File: src/rtl/pcu_pkg.sv
package pcu_pkg;

  typedef enum logic {
    CM_IDLE = 1'b0,
    CM_BUSY = 1'b1
  } cm_state_e;

endpackage

File: src/rtl/pcu_store.sv
// Page buffer: word address, write pointer, slot storage.
// PAGE_BYTES must be a power of two so the slot pointer wraps naturally.
module pcu_store #(
  parameter int ADDR_W     = 8,
  parameter int DATA_W     = 8,
  parameter int PAGE_BYTES = 8,
  localparam int OFF_W     = $clog2(PAGE_BYTES),
  localparam int CNT_W     = OFF_W + 1
) (
  input  logic              clk,
  input  logic              rst_n,
  input  logic              en,
  input  logic              clr,
  input  logic              ptr_ld,
  input  logic [ADDR_W-1:0] ptr_addr,
  input  logic              byte_vld,
  input  logic [DATA_W-1:0] byte_data,
  input  logic [OFF_W-1:0]  rd_idx,
  output logic [ADDR_W-1:0] base_addr,
  output logic [CNT_W-1:0]  fill_nxt,
  output logic [DATA_W-1:0] rd_data
);

  logic [ADDR_W-1:0] base_q, base_d;
  logic [OFF_W-1:0]  wp_q, wp_d;
  logic              full_q, full_d;
  logic              slot_we;
  logic [DATA_W-1:0] slot_q [PAGE_BYTES];

  always_comb begin
    base_d  = base_q;
    wp_d    = wp_q;
    full_d  = full_q;
    slot_we = 1'b0;
    if (clr) begin
      wp_d   = '0;
      full_d = 1'b0;
    end else if (en && ptr_ld) begin
      base_d = ptr_addr;
      wp_d   = '0;
      full_d = 1'b0;
    end else if (en && byte_vld) begin
      slot_we = 1'b1;
      wp_d    = wp_q + 1'b1;
      if (wp_q == OFF_W'(PAGE_BYTES - 1)) full_d = 1'b1;
    end
  end

  assign fill_nxt  = full_d ? CNT_W'(PAGE_BYTES) : CNT_W'(wp_d);
  assign base_addr = base_q;
  assign rd_data   = slot_q[rd_idx];

  always_ff @(posedge clk or negedge rst_n) begin
    if (!rst_n) begin
      base_q <= '0;
      wp_q   <= '0;
      full_q <= 1'b0;
    end else begin
      base_q <= base_d;
      wp_q   <= wp_d;
      full_q <= full_d;
    end
  end

  for (genvar s = 0; s < PAGE_BYTES; s++) begin : g_slot
    always_ff @(posedge clk) begin
      if (slot_we && (wp_q == OFF_W'(s))) slot_q[s] <= byte_data;
    end
  end

  // with inputs blocked and no clear, the buffer state holds
  a_r7_hold_when_blocked: assert property (@(posedge clk) disable iff (!rst_n)
    (!en && !clr) |=> ($stable(base_q) && $stable(wp_q) && $stable(full_q)));

  // once full, further bytes keep it full until cleared or reloaded
  a_r4_full_sticky: assert property (@(posedge clk) disable iff (!rst_n)
    (full_q && !clr && !(en && ptr_ld)) |=> full_q);

endmodule

File: src/rtl/pcu_commit.sv
// Commit sequencer: one array write per cycle plus the fixed write timer.
module pcu_commit
  import pcu_pkg::*;
#(
  parameter int PAGE_BYTES = 8,
  parameter int WR_CYCLES  = 20,
  localparam int OFF_W     = $clog2(PAGE_BYTES),
  localparam int CNT_W     = OFF_W + 1,
  localparam int TMR_W     = $clog2(WR_CYCLES)
) (
  input  logic             clk,
  input  logic             rst_n,
  input  logic             go,
  input  logic [CNT_W-1:0] n_in,
  output logic             busy,
  output logic             we,
  output logic [OFF_W-1:0] idx,
  output logic             done
);

  cm_state_e        st_q, st_d;
  logic [CNT_W-1:0] idx_q, idx_d;
  logic [CNT_W-1:0] n_q, n_d;
  logic [TMR_W-1:0] tmr_q, tmr_d;
  logic             tmr_fin, wr_fin;

  assign busy    = (st_q == CM_BUSY);
  assign we      = busy && (idx_q < n_q);
  assign idx     = idx_q[OFF_W-1:0];
  assign tmr_fin = (tmr_q == TMR_W'(WR_CYCLES - 1));
  assign wr_fin  = ((CNT_W+1)'(idx_q) + (CNT_W+1)'(1)) >= (CNT_W+1)'(n_q);
  assign done    = busy && tmr_fin && wr_fin;

  always_comb begin
    st_d  = st_q;
    idx_d = idx_q;
    n_d   = n_q;
    tmr_d = tmr_q;
    if (!busy && go) begin
      st_d  = CM_BUSY;
      idx_d = '0;
      n_d   = n_in;
      tmr_d = '0;
    end else if (busy) begin
      if (done) st_d = CM_IDLE;
      if (we) idx_d = idx_q + 1'b1;
      if (!tmr_fin) tmr_d = tmr_q + 1'b1;
    end
  end

  always_ff @(posedge clk or negedge rst_n) begin
    if (!rst_n) begin
      st_q  <= CM_IDLE;
      idx_q <= '0;
      n_q   <= '0;
      tmr_q <= '0;
    end else begin
      st_q  <= st_d;
      idx_q <= idx_d;
      n_q   <= n_d;
      tmr_q <= tmr_d;
    end
  end

  // busy cannot end before the timer has run out
  a_r6_busy_span: assert property (@(posedge clk) disable iff (!rst_n)
    (busy && !tmr_fin) |=> busy);

  // when busy ends, every buffered byte has been written
  a_r3_all_written: assert property (@(posedge clk) disable iff (!rst_n)
    done |-> (((CNT_W+1)'(idx_q) + (CNT_W+1)'(we)) == (CNT_W+1)'(n_q)));

  // a commit never starts empty
  a_r3_nonempty: assert property (@(posedge clk) disable iff (!rst_n)
    $rose(busy) |-> (n_q != '0));

endmodule

File: src/rtl/page_commit_unit.sv
module page_commit_unit #(
  parameter int ADDR_W     = 8,
  parameter int DATA_W     = 8,
  parameter int PAGE_BYTES = 8,
  parameter int WR_CYCLES  = 20,
  localparam int OFF_W     = $clog2(PAGE_BYTES),
  localparam int CNT_W     = OFF_W + 1
) (
  input  logic              clk,
  input  logic              rst_n,
  input  logic              ptr_ld,
  input  logic [ADDR_W-1:0] ptr_addr,
  input  logic              byte_vld,
  input  logic [DATA_W-1:0] byte_data,
  input  logic              evt_start,
  input  logic              evt_stop,
  output logic              busy,
  output logic              mem_we,
  output logic [ADDR_W-1:0] mem_addr,
  output logic [DATA_W-1:0] mem_wdata
);

  logic              accept;
  logic              buf_clr;
  logic              go;
  logic              cm_done;
  logic [OFF_W-1:0]  wr_idx;
  logic [ADDR_W-1:0] base_addr;
  logic [CNT_W-1:0]  fill_nxt;
  logic [OFF_W-1:0]  off_sum;

  assign accept  = !busy;
  // STOP wins over START in the same cycle
  assign go      = accept && evt_stop && (fill_nxt != '0);
  assign buf_clr = (accept && evt_start && !evt_stop) || cm_done;

  pcu_store #(
    .ADDR_W    (ADDR_W),
    .DATA_W    (DATA_W),
    .PAGE_BYTES(PAGE_BYTES)
  ) u_store (
    .clk      (clk),
    .rst_n    (rst_n),
    .en       (accept),
    .clr      (buf_clr),
    .ptr_ld   (ptr_ld),
    .ptr_addr (ptr_addr),
    .byte_vld (byte_vld),
    .byte_data(byte_data),
    .rd_idx   (wr_idx),
    .base_addr(base_addr),
    .fill_nxt (fill_nxt),
    .rd_data  (mem_wdata)
  );

  pcu_commit #(
    .PAGE_BYTES(PAGE_BYTES),
    .WR_CYCLES (WR_CYCLES)
  ) u_commit (
    .clk  (clk),
    .rst_n(rst_n),
    .go   (go),
    .n_in (fill_nxt),
    .busy (busy),
    .we   (mem_we),
    .idx  (wr_idx),
    .done (cm_done)
  );

  assign off_sum  = base_addr[OFF_W-1:0] + wr_idx;
  assign mem_addr = {base_addr[ADDR_W-1:OFF_W], off_sum};

  // the array is only written inside a commit
  a_r2_no_write_idle: assert property (@(posedge clk) disable iff (!rst_n)
    !busy |-> !mem_we);

  // busy only rises after a STOP
  a_r3_rise_on_stop: assert property (@(posedge clk) disable iff (!rst_n)
    $rose(busy) |-> $past(evt_stop));

  // a new commit cannot be launched from inside a commit
  a_r7_no_relaunch: assert property (@(posedge clk) disable iff (!rst_n)
    (busy && !cm_done) |=> busy);

endmodule

File: config.mk
export PLATFORM = sky130hd
export DESIGN_NAME = page_commit_unit
export DESIGN_NICKNAME = d
export VERILOG_FILES = /design/src/rtl/pcu_pkg.sv /design/src/rtl/pcu_store.sv /design/src/rtl/pcu_commit.sv /design/src/rtl/page_commit_unit.sv
export SDC_FILE = /design/constraint.sdc
export NUM_CORES = 1
export LEC_CHECK = 0
export BUFFER_PORTS_ARGS = -buffer_cell sky130_fd_sc_hd__buf_2
export CORE_MARGIN = 2
export CORE_UTILIZATION = 30
export CTS_BUF_LIST = sky130_fd_sc_hd__clkbuf_8
export CTS_CLUSTER_DIAMETER = 150
export DETAILED_ROUTE_END_ITERATION = 8
export GPL_TIMING_DRIVEN = 0
export SLEW_MARGIN = 25
export SYNTH_ARGS = -nofsm -noshare
export SYNTH_HDL_FRONTEND = slang
export SYNTH_HIERARCHICAL = 1
export SYNTH_SLANG_ARGS = --single-unit
File: constraint.sdc
create_clock -name clk -period 5.11 [get_ports clk]
set_input_delay 0.511 -clock clk [delete_from_list [all_inputs] [get_ports clk]]
set_output_delay 0.511 -clock clk [all_outputs]
set_load 0.005 [all_outputs]
* Word level (Yosys, flattened, before mapping)
Memory sizes are Yosys's and may differ from the RTL's. Index checks and enable logic that the tools add are counted.
Word-level totals: register bits after elaboration 26, RAM bits 64, input port bits 22, output and inout port bits 18, logic and storage cells 117, memories kept 1
Memories:
- u_store.slot_q | depth 8, width 8, read ports 1, clocked after Yosys merged registers in 0, wr ports 1, line pcu_store.sv:28 | logic [DATA_W-1:0] slot_q [PAGE_BYTES];
Operators by class: $add $sub $neg 5, magnitude comparators 2, equal/unequal tests 9, muxes and demuxes 57, bitwise logic cells 1, reduce and logical (&&, ||, !) cells 35
Operators by type and width (count):
- $mux 8 | 7
- $reduce_or 8->1 | 7
- $mux 1 | 33
- $mux 3 | 10
- $logic_and 1x1->1 | 18
- $mux 4 | 4
- $mux 5 | 3
- $eq 3x3->1 const B | 4
- $eq 3x2->1 const B | 2
- $reduce_and 2->1 | 3
- $add 4x1->5 const B | 1
- $add 5x1->5 const B | 1
- $eq 5x5->1 const B | 1
- $ge 5x4->1 | 1
- $add 4x1->4 const B | 1
- $lt 4x4->1 | 1
- $reduce_bool 2->1 | 2
- $reduce_bool 4->1 | 1
- $add 3x1->3 const B | 1
- $add 3x3->3 | 1
- $eq 3x1->1 const B | 1
- $logic_not 3->1 | 1
- $logic_not 1->1 | 2
- $ne 2x2->1 const B | 1
- other kinds (2) | 2

* Longest topological paths before layout
depth in word-level cells 16, depth in mapped cells 17

* Hierarchy
Netlist, hierarchy kept.
By module, submodules not included:
- pcu_store | instances 1, cells each 157, area an instance 3164.3 um^2
- pcu_commit | instances 1, cells each 97, area an instance 967.2 um^2
- page_commit_unit | instances 1, cells each 9, area an instance 78.8 um^2

* Worst setup path after synthesis
OpenSTA, ideal clock, no wires.
path kind register -> register, start register u_commit.idx_q[0], end register u_commit.idx_q[2], setup time 0.067 ns, arrival 3.869 ns, setup slack 1.173 ns, stages on the path, launching flop included 18, path buffers 1, clock period less this slack 3.937 ns, cells stage by stage dfrtp_1 ha_1 xor2_1 ha_1 a21o_1 a31oi_1 o21ai_0 and3_2 a21o_1 clkbuf_1 a211oi_1 a211oi_1 or4_1 and3_1 nor2_1 nand2_1 nand3_1 a311o_1
Between the ends: word-level cells in the longest chain between the ends 11
RTL lines:
- start: declaration | line pcu_commit.sv:22 | logic [CNT_W-1:0] idx_q, idx_d;
- start signal: assignment | line pcu_commit.sv:59 | idx_q <= idx_d;
- $add 4x1->5 (*) | line pcu_commit.sv:31 | assign wr_fin = ((CNT_W+1)'(idx_q) + (CNT_W+1)'(1)) >= (CNT_W+1)'(n_q);
- $ge 5x4->1 (*) | line pcu_commit.sv:31
- $logic_and 1x1->1 (*) | line pcu_commit.sv:32 | assign done = busy && tmr_fin && wr_fin;
- named net cm_done | line page_commit_unit.sv:26 | logic cm_done;
- $logic_or 1x1->1 (*) | line page_commit_unit.sv:35 | assign buf_clr = (accept && evt_start && !evt_stop) || cm_done;
- named net buf_clr | line page_commit_unit.sv:24 | logic buf_clr;
- $mux 1 (*) | line pcu_store.sv:35 | if (clr) begin
- named net u_store.full_d | line pcu_store.sv:26 | logic full_q, full_d;
- $mux 4 (*) | line pcu_store.sv:49 | assign fill_nxt = full_d ? CNT_W'(PAGE_BYTES) : CNT_W'(wp_d);
- named net fill_nxt[1] | line page_commit_unit.sv:29 | logic [CNT_W-1:0] fill_nxt;
- $reduce_bool 4->1 (*) | line page_commit_unit.sv:34 | assign go = accept && evt_stop && (fill_nxt != '0);
- $logic_and 1x1->1 (*) | line page_commit_unit.sv:34
- named net go | line page_commit_unit.sv:25 | logic go;
- $logic_and 1x1->1 (*) | line pcu_commit.sv:39 | if (!busy && go) begin
- $reduce_bool 2->1 (no line)
- $reduce_and 2->1 (no line)
Mark *: on every way through the listed nets, which the timed path passes. The rest lies on a longest branch. The select of a mux whose other input is x is not followed. A chain may end at the register's enable or synchronous reset.

* Final worst setup path
Same ends and word-level chain as after synthesis.

==> impl_metrics.toml <==
[outcome]
status = "completed"

[die]
core_um2 = 13800
die_y_um = 122
chipWidth_um = 122
dieArea_um2 = 15000
rows = 43
io_pins = 40
initial_core_util_pct = 30.6

[global_routing]
grt_max_degree = 27
use_met3_pct = 2.70
grt-busiest-layer = "met2"
antenna_found_initial = 0
gr-usage-all-layers_pct = 11.4
use_met2_pct = 19.8
grt_pass1_wl_mm = 12.5
grt_pass1_vias = 2368
overflow = 0
global_route.usage.met1_pct = 13.9

[synth]
ys_seq_elements = 90
synth-compound-area-share_pct = 5.50
async_flop_share_pct = 28.9
muxShareOfSynthArea_pct = 15.3
synth_xor_area_share_pct = 1.46
avgSynthCellArea_um2 = 16.0
synth-simple-area-share_pct = 7.88
yosys.area_share.adder_pct = 5.53
syn_area_um2 = 4210
syn-num-nets = 303
synth_edf_count = 64
synth_area_leaders = "edfxtp_1, dfrtp_1, mux4_1"
yosys.area.top_type_share_pct = 45.6
synth_top_cell_by_area = "edfxtp_1"
synth_warnings = 6
synth_top_family_by_area = "multiplexers"
synthFlopType = "edfxtp_1"
ys_seq_area_share_pct = 61.1
syn_inst = 263
synth_cell_types = 49

[timing]
slew_headroom_pct = 55.5
fmax_mhz = 219
worstMarginPinSlew_ps = 667
layout_min_cycle_time_ps = 4560
final.setup_skew_ps = 5.87
fin_tns_setup_ps = 0
setup_viol = 0
hold_viol = 0
rsz0062_at_grt = "no"
finalMaxSlewViolations = 0
min_period_over_period_pct = 89.3

[worst_setup_path]
critPathArrivalTime_ps = 4850
cp_max_fo = 10
slowest_stage = "a211oi_1"
r2r-start = "u_commit/idx_q[0]"
reg2reg_depth = 17
r2r_end = "u_commit/idx_q[2]"
cp-start-kind = "flip-flop"
crit_end = "u_commit/idx_q[2]"
setup.worst_path.end_class = "flip-flop"
worstPathRequired_ps = 5390
cpPeakStageDelay_ps = 620
path_cells = "ha_1 > xor2_1 > ha_1 > a21o_1 > a31oi_1 > o21ai_0 > and3_2 > a21o_1 > clkbuf_1 > a211oi_1 > a211oi_1 > or4_1 > and3_1 > nor2_2 > nand2_1 > nand3_1 > a311o_1"
crit_start = "u_commit/idx_q[0]"
reg2reg_setup_slack_ps = 550
critPathKind = "reg2reg"

[hold_path]
min_path_type = "in2async"

[clock_network]
cts-root-buf = "clkbuf_8"
cts_tree = "yes"
clock_latency_ps = 350
clkSinkCount = 90
clkTransAtPathRegs_ps = 80
h-tree-depth = 3
post-cts-setup-buffers = 0
numCtsBuffers = 9
clockBufferDepth = 2

[finish]
area_growth_pct = 13.8
regArea_um2 = 2570
multi_input_area_um2 = 1500
final_nets = 352
fin_area_um2 = 4790
drive_above_1_share_pct = 27.8
fill_cells = 1376
antenna_cells = 0

[pwr]
power_mw = 2.47
p_per_area_nw_per_um2 = 516
vdd_drop_max_v = 0.000229
p_leak_nw = 1.87

[job]
drv_cap = 0

[place]
place_hpwl_mm = 5.55
place_area_um2 = 4630
portBuffers = 38
place_congestion = 0.754

[route]
via_per_inst = 4.68
wl_mm = 8.02
ant_nets = 0
drt_pre_antenna_iters = 4
wl_per_cell_um = 16.1
route.detailed.drc = 0
drt_iter0_markers = 106
vias = 2327
[final cells by class]
type,instances,area share (%)
multi-input cells,148,31.4
clock buffers,9,2.58
repair buffers,38,3.97
inverters,9,0.705
clock inverters,7,0.836
well taps,180,4.70
flip-flops and latches,90,53.7
plain buffers,16,2.17
[worst min-delay path by stage]
stage | startpoint | endpoint | slack, ps | cells past startpoint
6_report | rst_n | u_commit/tmr_q[0] | 170 | 1
5_1_grt | rst_n | u_commit/tmr_q[0] | 180 | 1
4_1_cts | rst_n | u_commit/tmr_q[1] | 170 | 1
3_5_place_dp | u_store/base_addr[7] | u_store/base_addr[7] | 500 | 1
3_3_place_gp | u_store/base_addr[5] | u_store/base_addr[5] | 490 | 1
2_1_floorplan | rst_n | u_commit/busy | 220 | 0
[through the flow]
stage               util (%)  worst slack, ps  std cells  hold WS, ps
global route            34.8              131        497          183
CTS                     34.8              321        497          172
global placement        33.6              437        481          489
finish                  34.8              546        497          169
floorplan                  -             1170        263          215
detailed placement      33.6              356        481          501
[Yosys cell counts, types with 2 or more instances]
| master | count |
|---|---|
| and2_1 | 6 |
| edfxtp_1 | 64 |
| o21ai_0 | 5 |
| nand3b_1 | 5 |
| and3_1 | 4 |
| a211oi_1 | 4 |
| a31oi_1 | 4 |
| inv_1 | 9 |
| nand2b_1 | 6 |
| nand2_1 | 12 |
| xnor2_1 | 6 |
| buf_4 | 4 |
| nand3_1 | 8 |
| mux2_2 | 17 |
| buf_2 | 4 |
| dfrtp_1 | 26 |
| a21o_1 | 4 |
| mux4_1 | 15 |
| mux2i_1 | 2 |
| a22o_1 | 4 |
| nor2_1 | 2 |
| a21oi_1 | 3 |
| clkbuf_1 | 5 |
| ha_1 | 17 |
| nor4_1 | 2 |
| nor3_1 | 2 |
[cells in the final DEF (no fill, tap or decap), types with 2 or more instances in the layout]
cell type,netlist,routed
nand2b_1,6,6
nand2_1,12,12
clkbuf_8,0,9
buf_2,4,42
nor4_1,2,2
clkbuf_1,5,5
o21ai_0,5,5
a22o_1,4,4
and2_1,6,6
mux2_2,17,17
a31oi_1,4,4
buf_4,4,4
clkinv_2,0,3
nor3_1,2,2
a21oi_1,3,3
a21o_1,4,4
nand3b_1,5,5
a211oi_1,4,4
mux2i_1,2,2
inv_1,9,11
edfxtp_1,64,64
clkinv_4,0,2
nand3_1,8,8
dfrtp_1,26,26
nor2_2,1,2
mux4_1,15,15
xnor2_1,6,6
and3_1,4,4
ha_1,17,17
[routing by layer]
metal,part of all wire [%],vias to the layer above
li1,-,1116
met3,2.9,5
met5,0,-
met4,1.0,0
met1,44,1169
met2,52,37
[power breakdown]
part	switching (mW)	internal, mW
sequential	0.0945	0.890
combinational	0.520	0.558
clock	0.239	0.172
total	0.853	1.62
[critical path, delay by kind of cell (launching register included)]
kind	cells	cell delay, ps
buffers and inverters	1	200
AOI/OAI and AO/OA	7	1470
DFF	1	480
and+or+nand+nor	6	1600
adders and majority gates	2	590
xor gates and xnor gates	1	180
[timing repair]
| action | in CTS | in global routing |
|---|---|---|
| setup endpoints to repair | 0 | 3 |
| resized for setup | 0 | 1 |
| hold buffers | 0 | 0 |
[logic make-up (layout without fill, tap and decap cells)]
family                   after synthesis  after routing
XOR/XNOR                               7              7
flip-flops                            90             90
AND/OR/NAND/NOR                       56             56
AO/OA/AOI/OAI                         31             31
adder cells (fa/ha/maj)               18             18
multiplexers                          36             36
buffers and inverters                 25             79
[state kept, by name, summed over array words and instances, names as in the netlist]
| register | flops |
|---|---|
| u_store/wp_q | 3 |
| u_store/base_addr | 8 |
| u_commit/busy | 1 |
| u_commit/idx_q | 4 |
| u_commit/tmr_q | 5 |
| u_store/slot_q | 64 |
| u_store/full_q | 1 |
| u_commit/n_q | 4 |
Note: power is estimated with default switching activity, not from simulation.
